File: src/rtl/wm_pkg.sv
package wm_pkg;
  localparam int unsigned SAMPLE_W_DEF = 12;
  localparam int unsigned MSG_ROWS_DEF = 8;
  localparam int unsigned MSG_COLS_DEF = 8;
  localparam logic [63:0] REF_DEF      = 64'hC3A5_5A3C_0FF0_9669;
endpackage

File: src/rtl/wm_embedder.sv
module wm_embedder #(
  parameter int unsigned SAMPLE_W = 12,
  parameter int unsigned MSG_BITS = 64
) (
  input  logic                clk,
  input  logic                rst_n,
  input  logic                frame_start,
  input  logic                in_valid,
  input  logic [SAMPLE_W-1:0] in_sample,
  input  logic [MSG_BITS-1:0] msg,
  output logic                out_valid,
  output logic [SAMPLE_W-1:0] out_sample
);
  localparam int unsigned IDX_W = $clog2(MSG_BITS);
  localparam logic [IDX_W-1:0] LAST_IDX = IDX_W'(MSG_BITS - 1);

  logic [IDX_W-1:0]    idx_q, idx_d, sel;
  logic [SAMPLE_W-1:0] samp_q, samp_d;
  logic                valid_q, valid_d;

  // Next-state logic: choose the message bit and advance the embed index.
  always_comb begin
    sel     = frame_start ? '0 : idx_q;
    idx_d   = idx_q;
    samp_d  = samp_q;
    valid_d = in_valid;
    if (in_valid) begin
      samp_d = {in_sample[SAMPLE_W-1:1], msg[sel]};
      idx_d  = (sel == LAST_IDX) ? '0 : sel + 1'b1;
    end
  end

  always_ff @(posedge clk or negedge rst_n) begin
    if (!rst_n) begin
      idx_q   <= '0;
      samp_q  <= '0;
      valid_q <= 1'b0;
    end else begin
      idx_q   <= idx_d;
      samp_q  <= samp_d;
      valid_q <= valid_d;
    end
  end

  assign out_valid  = valid_q;
  assign out_sample = samp_q;
endmodule

File: src/rtl/wm_extractor.sv
module wm_extractor #(
  parameter int unsigned SAMPLE_W = 12,
  parameter int unsigned MSG_BITS = 64
) (
  input  logic                clk,
  input  logic                rst_n,
  input  logic                frame_start,
  input  logic                in_valid,
  input  logic [SAMPLE_W-1:0] in_sample,
  output logic                audio_valid,
  output logic [SAMPLE_W-1:0] audio,
  output logic                matrix_valid,
  output logic [MSG_BITS-1:0] matrix
);
  localparam int unsigned IDX_W = $clog2(MSG_BITS);
  localparam logic [IDX_W-1:0] LAST_IDX = IDX_W'(MSG_BITS - 1);

  logic [IDX_W-1:0]    idx_q, idx_d, sel;
  logic                aligned_q, aligned_d;
  logic [MSG_BITS-1:0] acc_q, acc_d, mat_q, mat_d;
  logic                mv_q, mv_d;
  logic [SAMPLE_W-1:0] aud_q, aud_d;
  logic                av_q, av_d;
  logic                take, last;

  // Next-state logic: frame alignment, bit collection, audio split.
  always_comb begin
    sel       = frame_start ? '0 : idx_q;
    take      = in_valid && (frame_start || aligned_q);
    last      = (sel == LAST_IDX);
    aligned_d = aligned_q | (in_valid & frame_start);
    acc_d     = acc_q;
    mat_d     = mat_q;
    mv_d      = 1'b0;
    idx_d     = idx_q;
    if (take) begin
      acc_d[sel] = in_sample[0];
      idx_d      = last ? '0 : sel + 1'b1;
      if (last) begin
        mat_d = acc_d;
        mv_d  = 1'b1;
      end
    end
    av_d  = in_valid;
    aud_d = in_valid ? {in_sample[SAMPLE_W-1:1], 1'b0} : aud_q;
  end

  always_ff @(posedge clk or negedge rst_n) begin
    if (!rst_n) begin
      idx_q     <= '0;
      aligned_q <= 1'b0;
      acc_q     <= '0;
      mat_q     <= '0;
      mv_q      <= 1'b0;
      aud_q     <= '0;
      av_q      <= 1'b0;
    end else begin
      idx_q     <= idx_d;
      aligned_q <= aligned_d;
      acc_q     <= acc_d;
      mat_q     <= mat_d;
      mv_q      <= mv_d;
      aud_q     <= aud_d;
      av_q      <= av_d;
    end
  end

  assign audio_valid  = av_q;
  assign audio        = aud_q;
  assign matrix_valid = mv_q;
  assign matrix       = mat_q;
endmodule

File: src/rtl/wm_comparator.sv
module wm_comparator #(
  parameter int unsigned       MSG_BITS    = 64,
  parameter logic [MSG_BITS-1:0] REF_PATTERN = '0
) (
  input  logic                clk,
  input  logic                rst_n,
  input  logic                desc_valid,
  input  logic [MSG_BITS-1:0] desc_matrix,
  output logic                auth_ok
);
  logic ok_q, ok_d;

  always_comb begin
    ok_d = ok_q;
    if (desc_valid) ok_d = (desc_matrix == REF_PATTERN);
  end

  always_ff @(posedge clk or negedge rst_n) begin
    if (!rst_n) ok_q <= 1'b0;
    else        ok_q <= ok_d;
  end

  assign auth_ok = ok_q;
endmodule

File: src/rtl/lsb_watermark_auth.sv
module lsb_watermark_auth
  import wm_pkg::*;
#(
  parameter int unsigned SAMPLE_W = SAMPLE_W_DEF,
  parameter int unsigned MSG_ROWS = MSG_ROWS_DEF,
  parameter int unsigned MSG_COLS = MSG_COLS_DEF,
  parameter logic [MSG_ROWS*MSG_COLS-1:0] REF_PATTERN = REF_DEF
) (
  input  logic                         clk,
  input  logic                         rst_n,
  input  logic                         tx_frame_start,
  input  logic                         tx_valid,
  input  logic [SAMPLE_W-1:0]          tx_sample,
  input  logic [MSG_ROWS*MSG_COLS-1:0] tx_msg,
  output logic                         tx_out_valid,
  output logic [SAMPLE_W-1:0]          tx_out_sample,
  input  logic                         rx_frame_start,
  input  logic                         rx_valid,
  input  logic [SAMPLE_W-1:0]          rx_sample,
  output logic                         rx_audio_valid,
  output logic [SAMPLE_W-1:0]          rx_audio,
  output logic                         rx_matrix_valid,
  output logic [MSG_ROWS*MSG_COLS-1:0] rx_matrix,
  input  logic                         desc_valid,
  input  logic [MSG_ROWS*MSG_COLS-1:0] desc_matrix,
  output logic                         auth_ok
);
  localparam int unsigned MSG_BITS = MSG_ROWS * MSG_COLS;

  wm_embedder #(.SAMPLE_W(SAMPLE_W), .MSG_BITS(MSG_BITS)) u_embed (
    .clk(clk), .rst_n(rst_n),
    .frame_start(tx_frame_start), .in_valid(tx_valid), .in_sample(tx_sample),
    .msg(tx_msg), .out_valid(tx_out_valid), .out_sample(tx_out_sample)
  );

  wm_extractor #(.SAMPLE_W(SAMPLE_W), .MSG_BITS(MSG_BITS)) u_extract (
    .clk(clk), .rst_n(rst_n),
    .frame_start(rx_frame_start), .in_valid(rx_valid), .in_sample(rx_sample),
    .audio_valid(rx_audio_valid), .audio(rx_audio),
    .matrix_valid(rx_matrix_valid), .matrix(rx_matrix)
  );

  wm_comparator #(.MSG_BITS(MSG_BITS), .REF_PATTERN(REF_PATTERN)) u_cmp (
    .clk(clk), .rst_n(rst_n),
    .desc_valid(desc_valid), .desc_matrix(desc_matrix), .auth_ok(auth_ok)
  );
endmodule

File: config.mk
export PLATFORM = sky130hd
export DESIGN_NAME = lsb_watermark_auth
export DESIGN_NICKNAME = d
export VERILOG_FILES = /design/src/rtl/wm_pkg.sv /design/src/rtl/wm_embedder.sv /design/src/rtl/wm_extractor.sv /design/src/rtl/wm_comparator.sv /design/src/rtl/lsb_watermark_auth.sv
export SDC_FILE = /design/constraint.sdc
export NUM_CORES = 1
export LEC_CHECK = 0
export BUFFER_PORTS_ARGS = -buffer_cell sky130_fd_sc_hd__buf_2
export CAP_MARGIN = 5
export CELL_PAD_IN_SITES_DETAIL_PLACEMENT = 0
export CELL_PAD_IN_SITES_GLOBAL_PLACEMENT = 1
export CORE_MARGIN = 4
export CORE_UTILIZATION = 43
export DETAILED_ROUTE_END_ITERATION = 8
export GPL_TIMING_DRIVEN = 0
export PLACE_DENSITY_LB_ADDON = 0.15
export SLEW_MARGIN = 20
export SYNTH_ARGS = -nofsm -noshare
export SYNTH_HDL_FRONTEND = slang
export SYNTH_SLANG_ARGS = --single-unit
File: constraint.sdc
create_clock -name clk -period 4.2 [get_ports clk]
set_clock_uncertainty 0.05 [all_clocks]
set_input_delay 0.21 -clock clk [delete_from_list [all_inputs] [get_ports clk]]
set_output_delay 0.21 -clock clk [all_outputs]
set_load 0.05 [all_outputs]
# After elaboration in Yosys (flattened, before gate mapping)
# Cells that the tools add are included.
# classes
div	0
magnitude_cmp	3
muxes	11
shifts	0
bitwise_logic	2
n_reduce_logical	4
mul	0
add_sub_neg	2
eq_ne	3
# ops
operator	count
$bwmux 64	1
$eq 64x64->1 const B	1
$mux 6	4
$lt 6x7->1 const B	2
$add 6x1->6 const B	2
$eq 6x6->1 const B	2
$bmux 1 s6	1
$demux 1 s6	1
$ge 6x1->1 const B	1
$mux 1	4
$logic_and 1x1->1	2
$reduce_and 2->1	1
$and 1x1->1	1
$logic_or 1x1->1	1
$or 1x1->1	1
# totals
register_bits	168
memories	0
inputBits	159
romBits	0
latch_bits	0
ram_bits	0

# Depth between registers and ports, before layout
# Gate-level depths: netlist (run 1).
# logic_depth
ltp_word	6
mapped_depth	10

# Modules after synthesis
# From an unflattened synthesis (run 1), not the netlist that was laid out.
# hier_totals
hier_cells	831
hier_area_um2	8805.9
# modules_own_cells
mod	cells_per_inst	instances	seq_area_each_um2	area_each_um2
wm_extractor	656	1	3678.5	7068.0
wm_embedder	148	1	475.5	1493.9
wm_comparator	27	1	25.0	244.0

# Worst setup path after synthesis (run 1)
# OpenSTA, ideal clock, no wires.
# synth_timing
kind	register to register
startpoint	register u_extract.idx_q[0]
endpoint	register u_extract.mat_q[22] (netlist: u_extract.matrix[22])
path_stages_with_launch	10
arrival_time_ns	1.763
path_slack_ns	2.261
path_buffers	3
required_time_ns	4.024
path_cell_list	dfrtp_1 -> clkbuf_1 -> nand2b_1 -> inv_2 -> ha_1 -> nand2_1 -> nor4_4 -> buf_4 -> buf_2 -> a21oi_1
# synth_between
elab_chain_cells	6
word_cells_on_any_way	9
cone_classes	order compare (2); eq/ne (1); mux (4); reduce/logical (2)
# synth_lines
element	line	source
start, declared	wm_extractor.sv:18	logic [IDX_W-1:0] idx_q, idx_d, sel;
start signal, assigned	wm_extractor.sv:58	idx_q <= idx_d;
$mux 6 *	wm_extractor.sv:28	sel = frame_start ? '0 : idx_q;
$lt 6x7->1 (not written as such) / $ge 6x1->1 (equally long branches)	wm_extractor.sv:37	acc_d[sel] = in_sample[0];
$logic_and 1x1->1 (not written as such)	wm_extractor.sv:37	
$mux 1 (not written as such)	wm_extractor.sv:37	
$demux 1 s6	n/a	
$bwmux 64	wm_extractor.sv:37	
end signal, assigned	wm_extractor.sv:61	mat_q <= mat_d;
end, declared	wm_extractor.sv:20	logic [MSG_BITS-1:0] acc_q, acc_d, mat_q, mat_d;
# Every way passes the cells marked *; elsewhere a longest branch is shown, timed or not.
# A chain may end at the register's enable or synchronous reset.

# Final worst setup path (run 1)
# layout_timing
startpoint	input rx_valid
endpoint	register u_extract.acc_q[12]
# layout_between
elab_chain_cells	1
# layout_lines
element	line	source
start, declared	lsb_watermark_auth.sv:18	input logic rx_valid,
$logic_and 1x1->1	wm_extractor.sv:29	take = in_valid && (frame_start || aligned_q);
end signal, assigned	wm_extractor.sv:52	acc_q <= '0;
end signal, assigned	wm_extractor.sv:60	acc_q <= acc_d;
end, declared	wm_extractor.sv:20	
# No other way between the ends.

==> impl_metrics.toml, run 1 <==
[status]
status = "completed"

[floorplanning]
coreArea_sq_mm = 0.0196
die_w_um = 149
ios = 251
dieArea_sq_mm = 0.0223
die_h_um = 149
rows = 51
start_util = 0.439

[clocking]
cts.sinks = 168
htree_levels = 4
insertion_delay_ps = 420
clock_path_buffers = 2
cts_tree = "yes"
cts.clk_slew.worst_paths_ps = 70
post_cts_buffers = 0
cts_root_buf = "clkbuf_16"
cts_hold_repair.buffers = 25
cts-resized-gates = 0
numCtsBuffers = 17

[sta]
fmax_ghz = 0.410
setup_viol = 0
fin_crit_sh = 0.580
drv_slew = 0
period_needed_ps = 2440
rsz0062_at_grt = "no"
tightest_slew_ps = 968
setup_tns_ps = 0
relSlewSlack = 0.350
hold_viol = 0

[worst_setup_path]
path_class = "in2reg"
cp.arrival_ps = 2700
worstSetupStartpointType = "input port"
path_cells = "dlygate4sd3_1 -> buf_2 -> clkbuf_1 -> o21ai_2 -> nor4_2 -> nand2_1 -> mux2_2"
end_kind = "register"
crit_fanout = 10
crit_buf_inv = 3
crit_family = "simple AND/OR/NAND/NOR gates"
crit_slowest_cell = "nor4_2"
cpPeakStageDelay_ps = 850
crit_required_ps = 4460

[synth]
yosysSeqAreaShare = 0.489
async_reset_ff_frac = 1.00
yosys_warnings = 0
ys.flop_type = "dfrtp_1"
synth.avg_cell_area_sq_um = 10.1
synth_edf_count = 0
synthDistinctLibCells = 58
postSynthCellCount = 853
synthesis.nets = 1014
synth_area_sq_mm = 0.00860
synth_seq_cells = 168

[place]
placedInstanceArea_sq_mm = 0.0102
placedCellCount = 1366
gp_congestion = 0.861
place_hpwl_um = 17400
io_buffers = 247

[power]
p_seq_frac = 0.430
netSwitchingPower_mw = 1.13
power.share.clock = 0.402
ir_worst_vdd_uv = 304
pwr_density_cell_mw_per_mm2 = 364
p_int_mw = 2.90
pwr-share-comb = 0.168
power.share.switching = 0.280
p_leak_nw = 5.74

[worst_hold_path]
min-delay-path-class = "in2reg"

[drt]
routedWlPerCell_um = 17.1
vias_per_cell = 5.14
vias = 7320
dr.pass1.iters = 6
dr.first_iter.drc_count = 257
route.detailed.drc = 0
ant_nets = 0
totalWireLength_um = 24400

[grt]
grt_pass1_vias = 7354
grt_antenna_before_repair = 0
grt_pass1_wl_um = 38600
overflow = 0
grt_max_degree = 96
grt_usage = 0.221

[cells_and_area]
n_antenna_cell = 0
n_fill_cell = 1773
post-route-cell-area_sq_mm = 0.0111
nets = 1306
layout-drive-gt1-share = 0.363
final_common_cell = "buf_2"
syn_to_final_growth_pct = 28.5
instances_no_fill = 1423
final_cell_mix = "buf_2, dfrtp_1, nand2_1"

[run]
cap_violations = 0
==> kinds of logic after synthesis <==
| family | count (synthesis) | synth area share |
|---|---|---|
| DFF | 168 | 0.489 |
| AOI/OAI and AO/OA | 129 | 0.0871 |
| adders and majority gates | 2 | 0.00291 |
| xor gates and xnor gates | 1 | 0.00102 |
| buffers and inverters | 76 | 0.0433 |
| other | 1 | 0.000436 |
| and+or+nand+nor | 307 | 0.167 |
| muxes | 169 | 0.210 |
==> cells in the mapped netlist (all sizes together), types with 2 or more instances <==
cell | count | area (sq um)
a21oi | 79 | 395
nand4b | 2 | 17.5
a2111oi | 2 | 17.5
a31oi | 4 | 25.0
ha | 2 | 25.0
buf | 34 | 214
nor2 | 86 | 325
mux2i | 76 | 761
clkbuf | 32 | 121
dfrtp | 168 | 4200
nand2 | 142 | 533
nand2b | 8 | 65.1
nor3 | 17 | 110
mux2 | 93 | 1050
nor2b | 7 | 43.8
o21ai | 15 | 78.8
and2 | 2 | 12.5
or2 | 3 | 18.8
inv | 10 | 37.5
a32oi | 2 | 17.5
a221oi | 4 | 35.0
nor4bb | 4 | 40.0
nor4b | 2 | 17.5
nand4 | 8 | 50.1
nor3b | 4 | 30.0
nor4 | 7 | 77.6
a22oi | 6 | 45.0
o22ai | 4 | 25.0
and2b | 3 | 22.5
o221ai | 3 | 26.3
nand3 | 9 | 45.0
and3 | 2 | 12.5
==> final timing paths <==
| check | startpoint | to | slack [ps] | cells past startpoint |
|---|---|---|---|---|
| hold / removal | rx_sample[10] | u_extract.audio[10] | 20 | 2 |
| setup reg to reg | u_extract.idx_q[0] | u_extract.matrix[24] | 1780 | 9 |
| setup / recovery | rx_valid | u_extract.acc_q[12] | 1760 | 7 |
| min in group asynchronous | rst_n | u_extract.matrix[44] | 310 | 2 |
| max in group asynchronous | rst_n | u_embed.out_sample[5] | 2900 | 3 |
| hold reg to reg | u_extract.acc_q[22] | u_extract.acc_q[22] | 450 | 1 |
==> power groups by stage <==
stage               combinational (mW)  sequential [mW]  clock (mW)
floorplan                        0.330             1.84           0
global placement                 0.652             1.75           0
detailed placement               0.661             1.76           0
CTS                              0.680             1.73        1.65
global route                     0.736             1.74        1.73
finish                           0.675             1.73        1.62
==> routing by layer <==
layer / wire, um / track usage
met1: 10700 / 0.297
met2: 11800 / 0.368
met3: 1570 / 0.0518
met4: 267 / 0.0471
met5: 0 / 0
==> worst register-to-register path: cells and delay by family, from the launching register on <==
family	cells	cell delay, ps
buf+inv	4	940
flops	1	320
compound gates	1	100
fa+ha+maj	1	260
simple gates	3	640
==> sequential cells by signal, indices dropped and copies added, names as in the netlist <==
name	flops
u_extract.acc_q	64
u_extract.matrix	64
u_embed.out_sample	12
u_extract.audio	11
u_embed.idx_q	6
u_extract.idx_q	6
u_cmp.auth_ok	1
u_embed.out_valid	1
u_extract.aligned_q	1
u_extract.audio_valid	1
u_extract.matrix_valid	1
==> metrics by stage <==
| step | power, mW | worst slack (ps) | hold slack [ps] | util |
|---|---|---|---|---|
| 3_5_place_dp | 2.42 | 1800 | 175 | 0.521 |
| 4_1_cts | 4.06 | 1780 | 17.3 | 0.565 |
| 6_report | 4.02 | 1760 | 18.7 | 0.565 |
| 2_1_floorplan | 2.17 | 2260 | -136 | - |
| 5_1_grt | 4.20 | 1600 | 16.1 | 0.565 |
| 3_3_place_gp | 2.41 | 107 | 281 | 0.519 |
==> layout make-up <==
| type | instances | area, sq um | share of cell area |
|---|---|---|---|
| Sequential cell | 168 | 4200 | 0.380 |
| Multi-Input combinational cell | 609 | 4030 | 0.364 |
| Timing Repair Buffer | 273 | 1520 | 0.138 |
| Clock buffer | 19 | 433 | 0.0391 |
| Buffer | 66 | 335 | 0.0303 |
| Tap cell | 265 | 332 | 0.0300 |
| Clock inverter | 13 | 168 | 0.0152 |
| Inverter | 10 | 37.5 | 0.00339 |
No activity file was read; power rests on OpenSTA's default activity.
==> inputs of run 2 (changes only) <==
CORE_UTILIZATION = 40   (was 43)
clock period = 2.34 ns   (was 4.2 ns; I/O delays follow)
==> run 2 against run 1 <==
Cell area increased by 0.45%; register-to-register slack got worse by 1700 ps; combinational power increased by 79%; final cell count increased by 0.77%; largest cell class unchanged; worst hold slack improved by 110 ps.
==> impl_metrics.toml, run 2 (same netlist as run 1, synthesis figures left out) <==
[status]
status = "completed"

[clocking]
cts.clk_slew.worst_paths_ps = 70
cts_tree = "yes"
numCtsBuffers = 17
cts_root_buf = "clkbuf_16"
clock_path_buffers = 2
htree_levels = 4
post_cts_buffers = 0
insertion_delay_ps = 430
cts.sinks = 168

[run]
cap_violations = 0

[sta]
hold_viol = 0
tightest_slew_ps = 1000
rsz0062_at_grt = "yes"
period_needed_ps = 2300
relSlewSlack = 0.327
drv_slew = 0
timing.hold.ws_ps = 129
fmax_ghz = 0.435
fin_crit_sh = 0.982
setup_viol = 0

[floorplanning]
die_w_um = 155
die_h_um = 155
coreArea_sq_mm = 0.0211
start_util = 0.408
dieArea_sq_mm = 0.0239
rows = 53
ios = 251

[grt]
overflow = 0
grt_pass1_wl_um = 39200
grt_antenna_before_repair = 0
grt_max_degree = 92
grt_pass1_vias = 7305
grt_usage = 0.206

[drt]
vias_per_cell = 5.11
ant_nets = 0
dr.pass1.iters = 4
totalWireLength_um = 24700
routedWlPerCell_um = 17.2
route.detailed.drc = 0
dr.first_iter.drc_count = 334
vias = 7330

[worst_hold_path]
min-delay-path-class = "in2reg"
worstHoldStart = "tx_msg[48]"

[cells_and_area]
final_cell_mix = "buf_2, dfrtp_1, nand2_1"
n_antenna_cell = 0
final_common_cell = "buf_2"
syn_to_final_growth_pct = 29.1
layout-drive-gt1-share = 0.368
nets = 1307

[place]
gp_congestion = 0.815
io_buffers = 247
place_hpwl_um = 17500

[worst_setup_path]
cp.arrival_ps = 2550
crit_end = "u_extract.acc_q[49]"
crit_slowest_cell = "nor4_2"
crit_required_ps = 2600
r2r_end = "u_extract.acc_q[20]"
path_cells = "dlygate4sd3_1 -> buf_2 -> clkbuf_1 -> o21ai_2 -> nor4_2 -> nand2_1 -> mux2_2"
path_class = "in2reg"
end_kind = "register"
cp.depth = 7
crit_family = "simple AND/OR/NAND/NOR gates"
worstSetupStartpointType = "input port"
worstRegToRegCells = 5
r2r-start = "u_extract.idx_q[2]"
cpPeakStageDelay_ps = 810
crit_buf_inv = 3
ff2ff_setup_slack_ps = 130
startpoint = "rx_valid"
crit_fanout = 10

[power]
p_leak_nw = 5.75
ir_worst_vdd_uv = 433
total_power_mw = 7.17
pwr_density_cell_mw_per_mm2 = 645
[run 2: worst min-delay path by stage]
stage | end | slack [ps] | cells after the start
detailed placement | u_extract.matrix[41] | 100 | 1
CTS | u_embed.out_sample[0] | 110 | 4
floorplan | u_cmp.auth_ok | -230 | 0
global route | u_embed.out_sample[0] | 150 | 4
global placement | u_extract.audio_valid | 190 | 1
finish | u_embed.out_sample[0] | 130 | 4
[run 2: final cells by class]
class	count	area, sq um
clock buffer	18	439
clock inverter	14	158
tap	275	344
buffer	65	342
inverter	10	37.5
fill	2011	9980
sequential	168	4210
multi-input combinational	609	4040
timing repair buffer	275	1540
[run 2: metal layers]
metal,global-route usage,part of all wire,vias to the layer above
met3,0.0406,0.059,17
li1,-,-,3557
met5,0,0,-
met1,0.288,0.46,3522
met4,0.0416,0.0090,0
met2,0.337,0.47,234
[run 2: repair_timing]
item,CTS,global route
hold endpoints to repair,102,0
gates cloned,0,0
endpoints found under the setup margin,59,76
gates resized for setup,1,9
hold buffers,27,0
[run 2: through the flow]
step                      cell area, sq um  instances  utilization  TNS [ps]  setup WS (ps)
after global routing                 11100       1434        0.527      -468          -66.0
final                                11100       1434        0.527         0           43.0
after floorplan                       8600        853            -         0            401
after detailed placement             10200       1376        0.485     -2040          -62.2
after CTS                            11100       1434        0.526         0           44.6
after global placement               10200       1375        0.483   -287220          -1700
[run 2: report_power, final]
group          switching, mW  total [mW]  internal [mW]
combinational          0.751        1.21          0.460
sequential            0.0643        3.11           3.04
clock                   1.30        2.85           1.55
total                   2.11        7.17           5.05
[run 2: tightest hold or removal path: cells and delay by family]
kind / cells / cell delay [ps]
compound gates: 3 / 370
buf+inv: 1 / 80
